File: src/rtl/dram_ctrl_pkg.sv
package dram_ctrl_pkg;

    typedef enum logic [2:0] {
        ST_IDLE = 3'd0,
        ST_WBACK = 3'd1,
        ST_ROW = 3'd2,
        ST_COL = 3'd3,
        ST_RFSH = 3'd4
    } ctrl_state_e;

endpackage

File: src/rtl/dram_cell_array.sv
module dram_cell_array #(
    parameter int ROWS   = 4,
    parameter int LINE_W = 32
) (
    input  logic                    clk,
    input  logic                    rst_n,
    input  logic [$clog2(ROWS)-1:0] rd_row,
    output logic [LINE_W-1:0]       rd_line,
    input  logic                    wr_en,
    input  logic [$clog2(ROWS)-1:0] wr_row,
    input  logic [LINE_W-1:0]       wr_line
);

    logic [LINE_W-1:0] mem_q [ROWS];

    always_comb begin
        rd_line = mem_q[rd_row];
    end

    always_ff @(posedge clk) begin
        if (!rst_n) begin
            for (int r = 0; r < ROWS; r++) begin
                mem_q[r] <= '0;
            end
        end else if (wr_en) begin
            mem_q[wr_row] <= wr_line;
        end
    end

endmodule

File: src/rtl/dram_refresh_timer.sv
module dram_refresh_timer #(
    parameter int INTERVAL = 200
) (
    input  logic clk,
    input  logic rst_n,
    input  logic ack,
    output logic pending
);

    localparam int CNT_W = $clog2(INTERVAL);

    typedef struct packed {
        logic [CNT_W-1:0] cnt;
        logic             pend;
    } tmr_t;

    tmr_t tmr_d, tmr_q;
    logic tick;

    always_comb begin
        tmr_d = tmr_q;
        tick  = (tmr_q.cnt == CNT_W'(INTERVAL - 1));
        if (tick) begin
            tmr_d.cnt  = '0;
            tmr_d.pend = 1'b1;
        end else begin
            tmr_d.cnt = tmr_q.cnt + 1'b1;
            if (ack) begin
                tmr_d.pend = 1'b0;
            end
        end
    end

    always_ff @(posedge clk) begin
        if (!rst_n) begin
            tmr_q <= '0;
        end else begin
            tmr_q <= tmr_d;
        end
    end

    assign pending = tmr_q.pend;

    AST_ACK_ONLY_WHEN_DUE: assert property (@(posedge clk) disable iff (!rst_n)
        ack |-> tmr_q.pend);

endmodule

File: src/rtl/dram_page_ctrl.sv
module dram_page_ctrl
    import dram_ctrl_pkg::*;
#(
    parameter int ROWS             = 4,
    parameter int COLS             = 4,
    parameter int WORD_W           = 8,
    parameter int REFRESH_INTERVAL = 200
) (
    input  logic                                          clk,
    input  logic                                          rst_n,
    input  logic                                          req_valid,
    input  logic                                          req_write,
    input  logic [$clog2(ROWS)-1:0]                       req_row,
    input  logic [$clog2(COLS)-1:0]                       req_col,
    input  logic [WORD_W-1:0]                             req_wdata,
    output logic                                          req_ready,
    output logic                                          rsp_valid,
    output logic [WORD_W-1:0]                             rsp_rdata,
    output logic                                          ras_strobe,
    output logic                                          cas_strobe,
    output logic [(ROWS > COLS ? $clog2(ROWS) : $clog2(COLS))-1:0] dram_addr,
    output logic                                          refresh_cycle
);

    localparam int RW           = $clog2(ROWS);
    localparam int CW           = $clog2(COLS);
    localparam int AW           = (RW > CW) ? RW : CW;
    localparam int LINE_W       = COLS * WORD_W;
    localparam int REF_WAIT_MAX = 6;

    typedef struct packed {
        ctrl_state_e       st;
        logic              open;
        logic [RW-1:0]     open_row;
        logic [RW-1:0]     row;
        logic [CW-1:0]     col;
        logic              wr;
        logic [WORD_W-1:0] wdata;
        logic              to_rfsh;
        logic [RW-1:0]     rfsh_ptr;
        logic [LINE_W-1:0] rowbuf;
        logic              rsp;
        logic [WORD_W-1:0] rdata;
    } ctrl_t;

    ctrl_t             ctl_d, ctl_q;
    logic              rfsh_pend;
    logic              rfsh_ack;
    logic              wb_en;
    logic [LINE_W-1:0] arr_line;

    dram_cell_array #(
        .ROWS   (ROWS),
        .LINE_W (LINE_W)
    ) u_array (
        .clk     (clk),
        .rst_n   (rst_n),
        .rd_row  (ctl_q.row),
        .rd_line (arr_line),
        .wr_en   (wb_en),
        .wr_row  (ctl_q.open_row),
        .wr_line (ctl_q.rowbuf)
    );

    dram_refresh_timer #(
        .INTERVAL (REFRESH_INTERVAL)
    ) u_timer (
        .clk     (clk),
        .rst_n   (rst_n),
        .ack     (rfsh_ack),
        .pending (rfsh_pend)
    );

    always_comb begin
        ctl_d         = ctl_q;
        ctl_d.rsp     = 1'b0;
        ras_strobe    = 1'b0;
        cas_strobe    = 1'b0;
        refresh_cycle = 1'b0;
        rfsh_ack      = 1'b0;
        wb_en         = 1'b0;
        dram_addr     = '0;
        req_ready     = (ctl_q.st == ST_IDLE) && !rfsh_pend;
        case (ctl_q.st)
            ST_IDLE: begin
                if (rfsh_pend) begin
                    ctl_d.to_rfsh = 1'b1;
                    ctl_d.st      = ctl_q.open ? ST_WBACK : ST_RFSH;
                end else if (req_valid) begin
                    ctl_d.to_rfsh = 1'b0;
                    ctl_d.row     = req_row;
                    ctl_d.col     = req_col;
                    ctl_d.wr      = req_write;
                    ctl_d.wdata   = req_wdata;
                    if (ctl_q.open && (ctl_q.open_row == req_row)) begin
                        ctl_d.st = ST_COL;
                    end else if (ctl_q.open) begin
                        ctl_d.st = ST_WBACK;
                    end else begin
                        ctl_d.st = ST_ROW;
                    end
                end
            end
            ST_WBACK: begin
                wb_en      = 1'b1;
                ctl_d.open = 1'b0;
                ctl_d.st   = ctl_q.to_rfsh ? ST_RFSH : ST_ROW;
            end
            ST_ROW: begin
                ras_strobe     = 1'b1;
                dram_addr      = AW'(ctl_q.row);
                ctl_d.rowbuf   = arr_line;
                ctl_d.open     = 1'b1;
                ctl_d.open_row = ctl_q.row;
                ctl_d.st       = ST_COL;
            end
            ST_COL: begin
                cas_strobe = 1'b1;
                dram_addr  = AW'(ctl_q.col);
                if (ctl_q.wr) begin
                    ctl_d.rowbuf[int'(ctl_q.col)*WORD_W +: WORD_W] = ctl_q.wdata;
                    ctl_d.rdata = ctl_q.wdata;
                end else begin
                    ctl_d.rdata = ctl_q.rowbuf[int'(ctl_q.col)*WORD_W +: WORD_W];
                end
                ctl_d.rsp = 1'b1;
                ctl_d.st  = ST_IDLE;
            end
            ST_RFSH: begin
                ras_strobe     = 1'b1;
                refresh_cycle  = 1'b1;
                rfsh_ack       = 1'b1;
                dram_addr      = AW'(ctl_q.rfsh_ptr);
                ctl_d.rfsh_ptr = ctl_q.rfsh_ptr + 1'b1;
                ctl_d.st       = ST_IDLE;
            end
            default: begin
                ctl_d.st = ST_IDLE;
            end
        endcase
    end

    always_ff @(posedge clk) begin
        if (!rst_n) begin
            ctl_q <= '0;
        end else begin
            ctl_q <= ctl_d;
        end
    end

    assign rsp_valid = ctl_q.rsp;
    assign rsp_rdata = ctl_q.rdata;

    // cycles a due refresh has waited
    logic [3:0] wait_cnt_q;
    always_ff @(posedge clk) begin
        if (!rst_n || !rfsh_pend || rfsh_ack) begin
            wait_cnt_q <= '0;
        end else begin
            wait_cnt_q <= wait_cnt_q + 1'b1;
        end
    end

    AST_STROBES_EXCLUSIVE: assert property (@(posedge clk) disable iff (!rst_n)
        !(ras_strobe && cas_strobe));
    AST_RSP_SINGLE_PULSE: assert property (@(posedge clk) disable iff (!rst_n)
        rsp_valid |=> !rsp_valid);
    AST_COL_NEEDS_OPEN_ROW: assert property (@(posedge clk) disable iff (!rst_n)
        cas_strobe |-> ctl_q.open);
    AST_ROW_STROBE_OPENS_ADDR: assert property (@(posedge clk) disable iff (!rst_n)
        (ras_strobe && !refresh_cycle) |=> (ctl_q.open && (AW'(ctl_q.open_row) == $past(dram_addr))));
    AST_REFRESH_ROW_CLOSED: assert property (@(posedge clk) disable iff (!rst_n)
        refresh_cycle |-> (!ctl_q.open && !cas_strobe));
    AST_REFRESH_BOUNDED_WAIT: assert property (@(posedge clk) disable iff (!rst_n)
        wait_cnt_q <= 4'(REF_WAIT_MAX));

endmodule

File: config.mk
export PLATFORM = sky130hd
export DESIGN_NAME = dram_page_ctrl
export DESIGN_NICKNAME = d
export VERILOG_FILES = /design/src/rtl/dram_ctrl_pkg.sv /design/src/rtl/dram_cell_array.sv /design/src/rtl/dram_refresh_timer.sv /design/src/rtl/dram_page_ctrl.sv
export SDC_FILE = /design/constraint.sdc
export NUM_CORES = 1
export LEC_CHECK = 0
export BUFFER_PORTS_ARGS = -buffer_cell sky130_fd_sc_hd__buf_2
export CAP_MARGIN = 20
export CORE_MARGIN = 8
export CORE_UTILIZATION = 55
export CTS_BUF_LIST = sky130_fd_sc_hd__clkbuf_4
export CTS_CLUSTER_DIAMETER = 150
export DETAILED_ROUTE_END_ITERATION = 8
export PLACE_DENSITY = 0.75
export SLEW_MARGIN = 40
export SYNTH_ARGS = -nofsm -noshare
export SYNTH_HDL_FRONTEND = slang
export SYNTH_SLANG_ARGS = --single-unit
File: constraint.sdc
create_clock -name clk -period 4.2 [get_ports clk]
set_input_delay 0 -clock clk [delete_from_list [all_inputs] [get_ports clk]]
set_output_delay 0 -clock clk [all_outputs]
set_load 0.02 [all_outputs]
==> run_results.csv <==
group,metric,value,unit
sta,max_freq,0.342,GHz
sta,fin_crit_sh,0.697,
clock_tree,cts-root-buf,"clkbuf_4",
finish,drive_gt1_frac,0.226,
setup_path,path_max_fanout,13,
clock_tree,clk-insertion-delay-late,0.66,ns
setup_path,reg2reg_depth,6,
power,p_per_area,474,nW/um2
worst_hold_path,hp-class,"in2reg",
clock_tree,tritoncts,"yes",
sta,maxSlewViolCount,0,
clock_tree,post_cts_buffers,0,
clock_tree,htreeDepth,2,
setup_path,setup.worst_path.end_class,"flop",
detailed_routing,wl,22500,um
synthesis,ys_warn_count,0,
clock_tree,clkTransAtPathRegs,0.07,ns
detailed_routing,vias_per_cell,5.90,
synthesis,ys_seq_area_frac,0.590,
place,gp_congestion,0.832,
clock_tree,cts_buffer_depth,3,
power,p_leak,0.00392,uW
synthesis,synth_edf_count,128,
finish,finalNetCount,809,
synthesis,synth_commonest_cells,"135 x and2_1, 128 x edfxtp_1, 74 x dfxtp_1",
synthesis,synth_cell_types,47,
setup_path,startpoint,"ctl_q[62]",
power,p_clk_frac,0.370,
floorplanning,core,16300,um2
floorplanning,rows,47,
synthesis,async_flop_share,0,
setup_path,reg2reg_setup_slack,1.27,ns
synthesis,syn_area_per_cell,12.8,um2
clock_tree,cts_sinks,202,
synthesis,yosysMostFrequentCell,"and2_1",
place,place_hpwl,13300,um
power,p_seq_frac,0.507,
floorplanning,fp.dieW,144,um
sta,slew_headroom,0.511,
setup_path,startpoint_type,"flop",
detailed_routing,ant_nets,0,
synthesis,synth-seq-cells,202,
setup_path,critPathRequiredTime,4.80,ns
global_route,grt_usage,0.225,
synthesis,syn_area,9030,um2
synthesis,syn_nets,728,
synthesis,netlist.area_leader.share,0.426,
global_route,grt_first_pass_wirelength,35200,um
place,post-place-ws,1.21,ns
power,vdd_drop_max,0.198,mV
power,p_sw_frac,0.276,
setup_path,path_class,"reg2reg",
setup_path,crit_top_cell,"dlygate4sd3_1",
detailed_routing,vias,6200,
setup_path,timing.rr.start,"ctl_q[62]",
synthesis,synth_area_leaders,"edfxtp_1 43%, dfxtp_1 16%, mux4_2 10%",
floorplanning,pin_count,31,
floorplanning,start_util,0.554,
power,report.power.total,4940,uW
sta,hold_viol,0,
synthesis,synth_top_flop_cell,"edfxtp_1",
power,combPwrFrac,0.124,
run_status,status,"complete, no violations",
floorplanning,die_h,144,um
sta,fin_tns_setup,0,ns
detailed_routing,drt_iter0_drc,581,
sta,rsz0062_at_grt,"no",
detailed_routing,first_pass_iters,5,
place,portBuffers,30,
sta,period_needed,2.93,ns
floorplanning,design.die.area,20800,um2
global_route,grt_max_degree,69,
sta,finalWorstSetupSlack,1.27,ns
setup_path,crit_chain,"nor4_2 -> and2_1 -> nand2_1 -> dlygate4sd3_1 -> a21boi_0 -> dlygate4sd3_1",
run,maxCapViolCount,0,
power,p_int,3580,uW
global_route,overflow,0,
global_route,grt_pass1_vias,6358,
place,place_inst,914,
setup_path,slowest_delay,0.58,ns
clock_tree,cts_resized,0,
global_route,grt_antenna_before_repair,1,
sta,worst_slew_pin_slew,0.734,ns
setup_path,cp_slowest_cell,"dlygate4sd3_1",
finish,finalNonFillerCells,1050,
worst_hold_path,hp-start,"req_valid",
sta,setup_viol,0,
power,switchingPower,1360,uW
finish,area_growth,15.5,%
synthesis,synth_cells,706,
clock_tree,cts_inserted_buffers,52,
sta,fin_skew,0.0463,ns
setup_path,cp.arrival,3.53,ns
detailed_routing,drc_errors,0,
synthesis,yosysTopAreaCell,"edfxtp_1",
clock_tree,cts_hold_buffers,39,
detailed_routing,drt-wirelength-per-cell,21.4,um
[flip-flops by register name, summed over array words and instances (netlist names), named ones only]
name / flops
u_array.mem_q: 128
ctl_q: 54
rsp_rdata: 8
u_timer.tmr_q: 8
rsp_valid: 1
u_timer.pending: 1
[worst min-delay path by stage]
stage / to / slack, ns / depth (start not counted)
5_1_grt: ctl_q[60] / 0.21 / 4
6_report: ctl_q[60] / 0.20 / 4
4_1_cts: ctl_q[60] / 0.18 / 4
3_5_place_dp: ctl_q[50] / 0.27 / 3
2_1_floorplan: ctl_q[50] / 0.13 / 2
3_3_place_gp: ctl_q[48] / 0.25 / 3
[cell usage in the layout, fill, tap and decap left out, drive strengths merged, types with 25 or more instances in the layout]
| cell | Yosys | layout |
|---|---|---|
| and2 | 135 | 135 |
| clkbuf | 23 | 85 |
| nor2 | 26 | 26 |
| buf | 34 | 45 |
| dlygate4sd3 | 0 | 39 |
| a21oi | 25 | 25 |
| dfxtp | 74 | 74 |
| edfxtp | 128 | 128 |
| nand2 | 46 | 46 |
| o21ai | 47 | 47 |
| mux4 | 40 | 40 |
[power by group through the flow]
stage / Clock [uW] / Combinational, uW / Sequential [uW]
6_report: 1830 / 612 / 2500
5_1_grt: 1970 / 661 / 2520
4_1_cts: 1850 / 602 / 2490
3_5_place_dp: 0 / 553 / 2530
3_3_place_gp: 0 / 532 / 2520
2_1_floorplan: 0 / 470 / 2380
[area by class of cell]
class / count / area (um2)
Clock inverter: 11 / 93.8
Tap cell: 220 / 275
Antenna cell: 1 / 2.50
Timing Repair Buffer: 84 / 653
Multi-Input combinational cell: 442 / 3410
Sequential cell: 202 / 5330
Inverter: 5 / 18.8
Clock buffer: 85 / 638
Fill cell: 1189 / 5860
[logic make-up (layout without fill, tap and decap cells)]
family | count (synthesis) | after routing | synth area share
compound gates | 126 | 126 | 0.0862
xor+xnor | 10 | 10 | 0.00970
fa+ha+maj | 6 | 6 | 0.00831
buf+inv | 62 | 185 | 0.0352
flops | 202 | 202 | 0.590
mux | 50 | 50 | 0.111
other cells | 0 | 1 | 0
simple gates | 250 | 250 | 0.160
[critical path: cells and delay by family, from the launching register on]
family / cells / cell delay [ns]
DFF: 1 / 0.44
buffers and inverters: 2 / 1.15
and+or+nand+nor: 3 / 1.07
AOI/OAI and AO/OA: 1 / 0.21
[per-layer routing]
layer  routed length [um]  up-vias  global-route usage
li1                     -     2776                   -
met1                 8830     3055               0.278
met2                10900      298               0.357
met3                 1900       69              0.0584
met4                  838        2               0.120
met5                   13        -                   0
[per-stage QoR]
step                 util  cell area, um2  hold WS (ns)
CTS                 0.640           10400         0.183
finish              0.640           10400         0.198
global route        0.640           10400         0.211
detailed placement  0.571            9300         0.267
global placement    0.570            9290         0.253
floorplan               -            9030         0.135
(Power assumes the default switching activity.)
